## src/rtl/i2c_byte_slave.sv

```systemverilog
module i2c_byte_slave #(
  parameter logic [4:0] ADDR_PREFIX = 5'b00111
) (
  input  logic       clk,
  input  logic       rst_n,
  input  logic       scl_in,
  input  logic       sda_in,
  input  logic       strap_hi,
  input  logic       strap_lo,
  input  logic [7:0] tx_byte,
  output logic       sda_oe,
  output logic       rx_valid,
  output logic [7:0] rx_byte
);
  localparam int BYTE_W = 8;
  localparam int CNT_W  = $clog2(BYTE_W);

  typedef enum logic [2:0] {
    S_IDLE, S_ADDR, S_AACK_SET, S_AACK_HOLD,
    S_WDATA, S_DACK_SET, S_DACK_HOLD, S_RDATA
  } st_t;

  st_t              st;
  logic [1:0]       scl_sy, sda_sy;
  logic             scl_q, sda_q;
  logic [BYTE_W-2:0] sh;
  logic [CNT_W-1:0] cnt;
  logic             rw;

  always_ff @(posedge clk or negedge rst_n) begin
    if (!rst_n) begin
      scl_sy <= 2'b11;
      sda_sy <= 2'b11;
      scl_q  <= 1'b1;
      sda_q  <= 1'b1;
    end else begin
      scl_sy <= {scl_sy[0], scl_in};
      sda_sy <= {sda_sy[0], sda_in};
      scl_q  <= scl_sy[1];
      sda_q  <= sda_sy[1];
    end
  end

  logic scl_s, sda_s, scl_rise, scl_fall, start_det, stop_det;
  assign scl_s     = scl_sy[1];
  assign sda_s     = sda_sy[1];
  assign scl_rise  = scl_s & ~scl_q;
  assign scl_fall  = ~scl_s & scl_q;
  assign start_det = scl_s & scl_q & sda_q & ~sda_s;
  assign stop_det  = scl_s & scl_q & ~sda_q & sda_s;

  logic [BYTE_W-1:0] full;
  logic [6:0]        my_addr;
  logic              last_bit;
  assign full     = {sh, sda_s};
  assign my_addr  = {ADDR_PREFIX, strap_hi, strap_lo};
  assign last_bit = (cnt == CNT_W'(BYTE_W - 1));

  always_ff @(posedge clk or negedge rst_n) begin
    if (!rst_n) begin
      st       <= S_IDLE;
      sh       <= '0;
      cnt      <= '0;
      rw       <= 1'b0;
      sda_oe   <= 1'b0;
      rx_valid <= 1'b0;
      rx_byte  <= '0;
    end else begin
      rx_valid <= 1'b0;
      if (start_det) begin
        st     <= S_ADDR;
        cnt    <= '0;
        sda_oe <= 1'b0;
      end else if (stop_det) begin
        st     <= S_IDLE;
        sda_oe <= 1'b0;
      end else begin
        case (st)
          S_ADDR: if (scl_rise) begin
            sh  <= full[BYTE_W-2:0];
            cnt <= cnt + 1'b1;
            if (last_bit) begin
              rw <= sda_s;
              st <= (full[BYTE_W-1:1] == my_addr) ? S_AACK_SET : S_IDLE;
            end
          end
          S_AACK_SET: if (scl_fall) begin
            sda_oe <= 1'b1;
            st     <= S_AACK_HOLD;
          end
          S_AACK_HOLD: if (scl_fall) begin
            cnt <= '0;
            if (rw) begin
              sh     <= tx_byte[BYTE_W-2:0];
              sda_oe <= ~tx_byte[BYTE_W-1];
              st     <= S_RDATA;
            end else begin
              sda_oe <= 1'b0;
              st     <= S_WDATA;
            end
          end
          S_WDATA: if (scl_rise) begin
            sh  <= full[BYTE_W-2:0];
            cnt <= cnt + 1'b1;
            if (last_bit) begin
              rx_byte  <= full;
              rx_valid <= 1'b1;
              st       <= S_DACK_SET;
            end
          end
          S_DACK_SET: if (scl_fall) begin
            sda_oe <= 1'b1;
            st     <= S_DACK_HOLD;
          end
          S_DACK_HOLD: if (scl_fall) begin
            sda_oe <= 1'b0;
            st     <= S_IDLE;
          end
          S_RDATA: begin
            if (scl_rise) begin
              cnt <= cnt + 1'b1;
            end else if (scl_fall) begin
              if (cnt == '0) begin
                sda_oe <= 1'b0;
                st     <= S_IDLE;
              end else begin
                sh     <= {sh[BYTE_W-3:0], 1'b0};
                sda_oe <= ~sh[BYTE_W-2];
              end
            end
          end
          default: ;
        endcase
      end
    end
  end
endmodule


```

## config.mk

```make
export PLATFORM = sky130hd
export DESIGN_NAME = i2c_byte_slave
export DESIGN_NICKNAME = d
export VERILOG_FILES = /design/src/rtl/i2c_byte_slave.sv
export SDC_FILE = /design/constraint.sdc
export NUM_CORES = 1
export LEC_CHECK = 0
export BUFFER_PORTS_ARGS = -buffer_cell sky130_fd_sc_hd__buf_2
export CORE_MARGIN = 2
export CORE_UTILIZATION = 45
export CTS_BUF_LIST = sky130_fd_sc_hd__clkbuf_16
export CTS_CLUSTER_DIAMETER = 60
export DETAILED_ROUTE_END_ITERATION = 16
export PLACE_DENSITY = 0.69
export SLEW_MARGIN = 20
export SYNTH_ARGS = -nofsm -noshare
export SYNTH_HDL_FRONTEND = slang
export SYNTH_SLANG_ARGS = --single-unit
```

## constraint.sdc

```tcl
create_clock -name clk -period 2.73 [get_ports clk]
set_clock_uncertainty 0.2 [all_clocks]
set_input_delay 0.1365 -clock clk [delete_from_list [all_inputs] [get_ports clk]]
set_output_delay 0.1365 -clock clk [all_outputs]
set_load 0.02 [all_outputs]
```

* Word level (Yosys, flattened, before mapping) *
Cells that the tools add are included.

cells by class
  $add $sub $neg = 1
  eq/ne operators = 30
  mux-type cells = 42
  bitwise gates (word level) = 15
  reduce and logical (&&, ||, !) cells = 14

operators by type and width
  operator                                                         count
  3-bit 2-to-1 mux                                                 16
  4-bit != test, second input constant                             11
  7-bit 2-to-1 mux                                                 6
  3-bit one-hot mux with 7 select lines                            1
  7-bit one-hot mux with 3 select lines                            1
  3-bit == test, second input constant                             5
  1-bit 2-to-1 mux                                                 14
  2-bit != test, second input constant                             6
  12-bit AND reduction                                             1
  5-bit AND reduction                                              2
  9-bit AND reduction                                              1
  9-bit nonzero test                                               1
  1-bit NOT                                                        8
  1-bit bitwise AND                                                7
  7-bit by 5-bit == test with 1-bit output                         1
  3-bit by 2-bit == test with 1-bit output, second input constant  2
  3-bit one-hot mux with 2 select lines                            1
  6-bit AND reduction                                              1
  3-bit nonzero test                                               2
  6-bit nonzero test                                               1
  2-bit 2-to-1 mux                                                 2
  4-bit by 1-bit != test with 1-bit output, second input constant  1
  1-bit one-hot mux with 4 select lines                            1
  4-bit AND reduction                                              1
  other kinds (8)                                                  9

storage, ports and cells
  register bits = 30
  input port bits = 14
  output and inout port bits = 10
  logic and storage cells = 113

* Longest topological paths before layout *
  depth after elaboration = 7
  depth in mapped cells = 8
  depth with buffers taken out = 7

* Worst setup path after synthesis *
Ideal clock, no wire load.

  path kind = register to register
  from = register cnt[0]
  to = register st[1]
  data arrival time = 1.843 ns
  setup slack = 0.576 ns
  stages on the path, launching flop included = 8
  buffers on the path = 0
  clock period less this slack = 2.154 ns
  cells stage by stage = dfrtp_1 ha_1 ha_1 maj3_1 nor2_1 a211o_1 mux2i_1 a2111oi_2

between the ends
  word-level cells in the longest chain between the ends = 3
  elaborated cells between the ends (all ways) = 6
  those cells by class = 4 x eq/ne; 2 x reduce/logical

ends and longest elaborated chain
  element                                             line     source
  from (decl)                                         27       logic [CNT_W-1:0] cnt;
  from (signal assigned)                              81       cnt <= cnt + 1'b1;
  from (signal assigned)                              104      cnt <= cnt + 1'b1;
  from (signal assigned)                              121      cnt <= cnt + 1'b1;
  3-bit == test or 3-bit logical NOT (tied branches)  57, 123
  4-bit != test (no source line)                      -
  12-bit AND reduction (no source line) *             -
  to (signal assigned)                                84       st <= (full[BYTE_W-1:1] == my_addr) ? S_AACK_SET : S_IDLE;
  to (decl)                                           23       st_t st;

Every way passes the cells marked *; elsewhere a longest branch is shown, timed or not.
A chain may end at the register's enable or synchronous reset.

* Final worst setup path *
Same ends and word-level chain as after synthesis.

==> implementation parameters <==
Parameter                              Value

Timing
  Fmax achieved ... around 0.42 GHz
  Post-route fraction of the period consumed by the critical path ... 0.866
  Total count of hold-check failures in the final report ... 0
  Final critical-path required period ... 2.36 ns
  Max Slew Vio Count ... 0
  Setup TNS Final ... 0 ns
  RSZ-0062 raised after global routing ... false
  Slew headroom ... 0.570
  Slew at the pin closest to its max-slew limit ... about 0.64 ns
  Final number of setup-violating endpoints ... 0

Worst setup path
  Number of cells traversed by the worst register-to-register path ... 7
  Worst setup startpoint ... cnt[0]
  Maximum fanout encountered on the critical timing path ... 6
  Minimum setup slack among reg-to-reg paths ... between 0.3 and 0.4 ns
  Worst EP arrival ... between 2 and 2.5 ns
  Critical path required time ... 2.69 ns
  Worst setup path class ... flip-flop to flip-flop
  Nature of the critical path endpoint ... flip-flop
  Startpoint class of the critical path ... flip-flop
  Endpoint of the lowest-slack register-to-register path ... st[1]
  Reg2Reg Launch Point ... cnt[0]

Power and ir drop
  Cell Pwr Density ... ~600 mW/mm^2
  Pint ... approximately 0.00089 W
  Power spent charging and discharging nets ... about 0.00030 W
  Reg power frac ... 0.464
  Peak supply drop ... around 0.54 mV
  Clk network pwr share ... 0.425
  Comb power frac ... 0.110
  Sw Share ... 0.254
  Leak ... 0.978 nW

Clock network
  Post-CTS setup buffer count ... 0
  Maximum level of the CTS H-tree ... 2
  Gates resized, CTS repair ... 0
  CTS tree ... done
  Clock latency at the later pin of the worst-skew pair ... around 0.27 ns
  Deepest clock path buffer count ... 2
  Clock transition at the registers of the reported paths ... around 0.05 ns
  Clk root buf ... sky130_fd_sc_hd__clkbuf_16
  Clock sink count ... 30
  Total clock buffers created by CTS ... 5

Route
  Iteration count of the initial detailed-routing pass ... 4
  Via total after detailed routing ... 1,260
  DR DRC count ... 0
  Total wire length after detailed routing ... between 3000 and 4000 um
  DRT iter0 DRCs ... 67
  Wire length per cell ... 13.8 um
  Antenna-violating nets left ... 0
  Post-detailed-route via-to-cell ratio ... ~5.3

Logic synthesis
  Number of instances in the synthesized netlist ... between 150 and 200
  Leading cell type by number of instances after synthesis ... sky130_fd_sc_hd__dfrtp_1
  Synth Net Count ... around 170
  Async S/R FF share, synth ... 1.00
  Synth Register Bits ... 30
  Most numerous cell types in the synthesized netlist ... 24 x sky130_fd_sc_hd__dfrtp_1, 18 x sky130_fd_sc_hd__nand2_1, 16 x sky130_fd_sc_hd__nor2_1
  Number of synthesized flops with an enable pin ... 0
  Count of distinct cell types in the synthesized netlist ... 37
  Biggest area contributors in the synthesized netlist ... sky130_fd_sc_hd__dfrtp_1 38%, sky130_fd_sc_hd__dfstp_2 10%, sky130_fd_sc_hd__mux2_2 6.5%
  Post-synthesis area per instance ... between 10 and 15 um^2
  Library cell occupying the most area in the post-synthesis netlist ... sky130_fd_sc_hd__dfrtp_1
  Total standard cell area after synthesis ... ~0.0016 mm^2
  Portion of the post-synthesis area used by sequential elements ... 0.485
  Post-synth top area share ... 0.384
  Ys flop type ... sky130_fd_sc_hd__dfrtp_1
  Count of synthesis-stage warnings from yosys ... 0

Global routing
  First-pass GRT wire length ... 5780 um
  Largest net degree at the start of global routing ... 31
  Tot GR Track Use ... 0.189
  Global route total overflow ... 0
  Antenna violations before repair ... 0
  Number of global-route vias before repair ... about 1.3k

Die
  Effective utilization at floorplan ... 0.469
  Full die area ... 0.00396 mm^2
  Count of standard-cell rows ... 21
  Core Area ... about 0.0033 mm^2
  Die outline width ... ~63 um
  Boundary Pins ... 24
  Vert. Die Dim ... between 60 and 70 um

Cells and area
  Fill cell total of the finished layout ... 294
  ANT cells ... 0
  Area of all placed cells without fillers ... around 0.0020 mm^2
  Area added between synthesis and finish ... 25.8%
  Fraction of final layout cells with drive strength greater than 1 ... 0.285
  Fin nets ... about 210

Placed design
  Placer congestion estimate ... 0.829
  # port buffers ... 23
  Placed wire-length estimate after detailed placement ... approximately 2300 um
  Placed cell area ... ~0.0017 mm^2

Status
  Result of the run ... completed

Flow run
  Max_cap viols ... 0

Worst hold path
  Class of the tightest hold or removal check ... input port to flip-flop
  Start point of the worst hold path ... tx_byte[0]
  Worst hold endpoint ... sh[0]
  Cell depth of the worst hold path ... 4
[power by group through the flow]
stage,clock network (W),registers [W],logic (W)
2_1_floorplan,0,0.000539,0.0000869
3_3_place_gp,0,0.000553,0.000115
3_5_place_dp,0,0.000556,0.000119
4_1_cts,0.000520,0.000550,0.000130
5_1_grt,0.000538,0.000559,0.000151
6_report,0.000506,0.000552,0.000131
[logic make-up after synthesis]
kind of cell               synth area share
AOI/OAI and AO/OA                     0.143
xor gates and xnor gates             0.0224
and+or+nand+nor                       0.156
muxes                                 0.129
adders and majority gates            0.0304
buffers and inverters                0.0344
DFF                                   0.485
[area by class of cell]
class,count,area [um^2],area share
flip-flops and latches,30,758,0.385
multi-input cells,113,752,0.382
repair buffers,37,243,0.123
clock buffers,5,125,0.0636
well taps,46,57.6,0.0293
inverters,5,18.8,0.00954
clock inverters,3,12.5,0.00636
[how the worst max path moves through the flow]
| stage | end |
|---|---|
| finish | st[1] |
| global route | st[1] |
| CTS | st[1] |
| detailed placement | st[1] |
| global placement | st[1] |
| floorplan | st[1] |
[worst max-delay path: stages (launching register included)]
cell and delay, ns:
sky130_fd_sc_hd__dfrtp_1 0.41, sky130_fd_sc_hd__ha_1 0.21, sky130_fd_sc_hd__ha_1 0.21, sky130_fd_sc_hd__maj3_1 0.36, sky130_fd_sc_hd__nor2_1 0.12, sky130_fd_sc_hd__a211o_1 0.24, sky130_fd_sc_hd__mux2i_1 0.13, sky130_fd_sc_hd__a2111oi_2 0.38
[placed cells by master, fill, tap and decap left out, types with 2 or more instances in the layout]
cell and instances:
sky130_fd_sc_hd__buf_2 23, sky130_fd_sc_hd__a21oi_2 2, sky130_fd_sc_hd__nor2_1 16, sky130_fd_sc_hd__o21ai_1 2
sky130_fd_sc_hd__nand2b_1 3, sky130_fd_sc_hd__a21oi_1 3, sky130_fd_sc_hd__nor3_1 4, sky130_fd_sc_hd__dlygate4sd3_1 9
sky130_fd_sc_hd__ha_1 3, sky130_fd_sc_hd__xnor2_1 2, sky130_fd_sc_hd__dfrtp_1 24, sky130_fd_sc_hd__mux2_2 9
sky130_fd_sc_hd__buf_4 5, sky130_fd_sc_hd__nand2_1 18, sky130_fd_sc_hd__mux2i_1 10, sky130_fd_sc_hd__nand3_1 3
sky130_fd_sc_hd__xor2_1 2, sky130_fd_sc_hd__nand4_1 2, sky130_fd_sc_hd__inv_1 6, sky130_fd_sc_hd__o22ai_1 3
sky130_fd_sc_hd__a211o_1 2, sky130_fd_sc_hd__dfstp_2 6, sky130_fd_sc_hd__clkbuf_16 5, sky130_fd_sc_hd__a22oi_1 2
sky130_fd_sc_hd__o21ai_0 14
[what timing repair did]
item / CTS / global route
setup endpoints to repair: 0 / 0
hold buffers: 9 / 0
hold endpoints to repair: 32 / 0
[flip-flops by register name, summed over array words and instances (netlist names)]
| register | cells |
|---|---|
| st | 3 |
| sda_q | 1 |
| sda_oe | 1 |
| scl_sy | 2 |
| rw | 1 |
| rx_byte | 8 |
| sda_sy | 2 |
| sh | 7 |
| rx_valid | 1 |
| cnt | 3 |
| scl_q | 1 |
[stage by stage]
step | setup slack [ns] | util | instances | hold slack [ns] | total power, W
finish | 0.365 | 0.589 | 239 | 0.0844 | 0.00119
global route | 0.235 | 0.589 | 239 | 0.105 | 0.00125
CTS | 0.388 | 0.589 | 239 | 0.0784 | 0.00120
detailed placement | 0.397 | 0.521 | 222 | 0.00131 | 0.000675
global placement | 0.485 | 0.521 | 222 | -0.0147 | 0.000668
floorplan | 0.576 | - | 154 | -0.359 | 0.000625
[metal layers]
metal	global-route usage	wire length, um	up-vias
li1	-	-	618
met1	0.236	1480	600
met4	0.0750	56	0
met2	0.309	1610	34
met3	0.0541	163	8
met5	0	0	-
(Power assumes the default switching activity.)
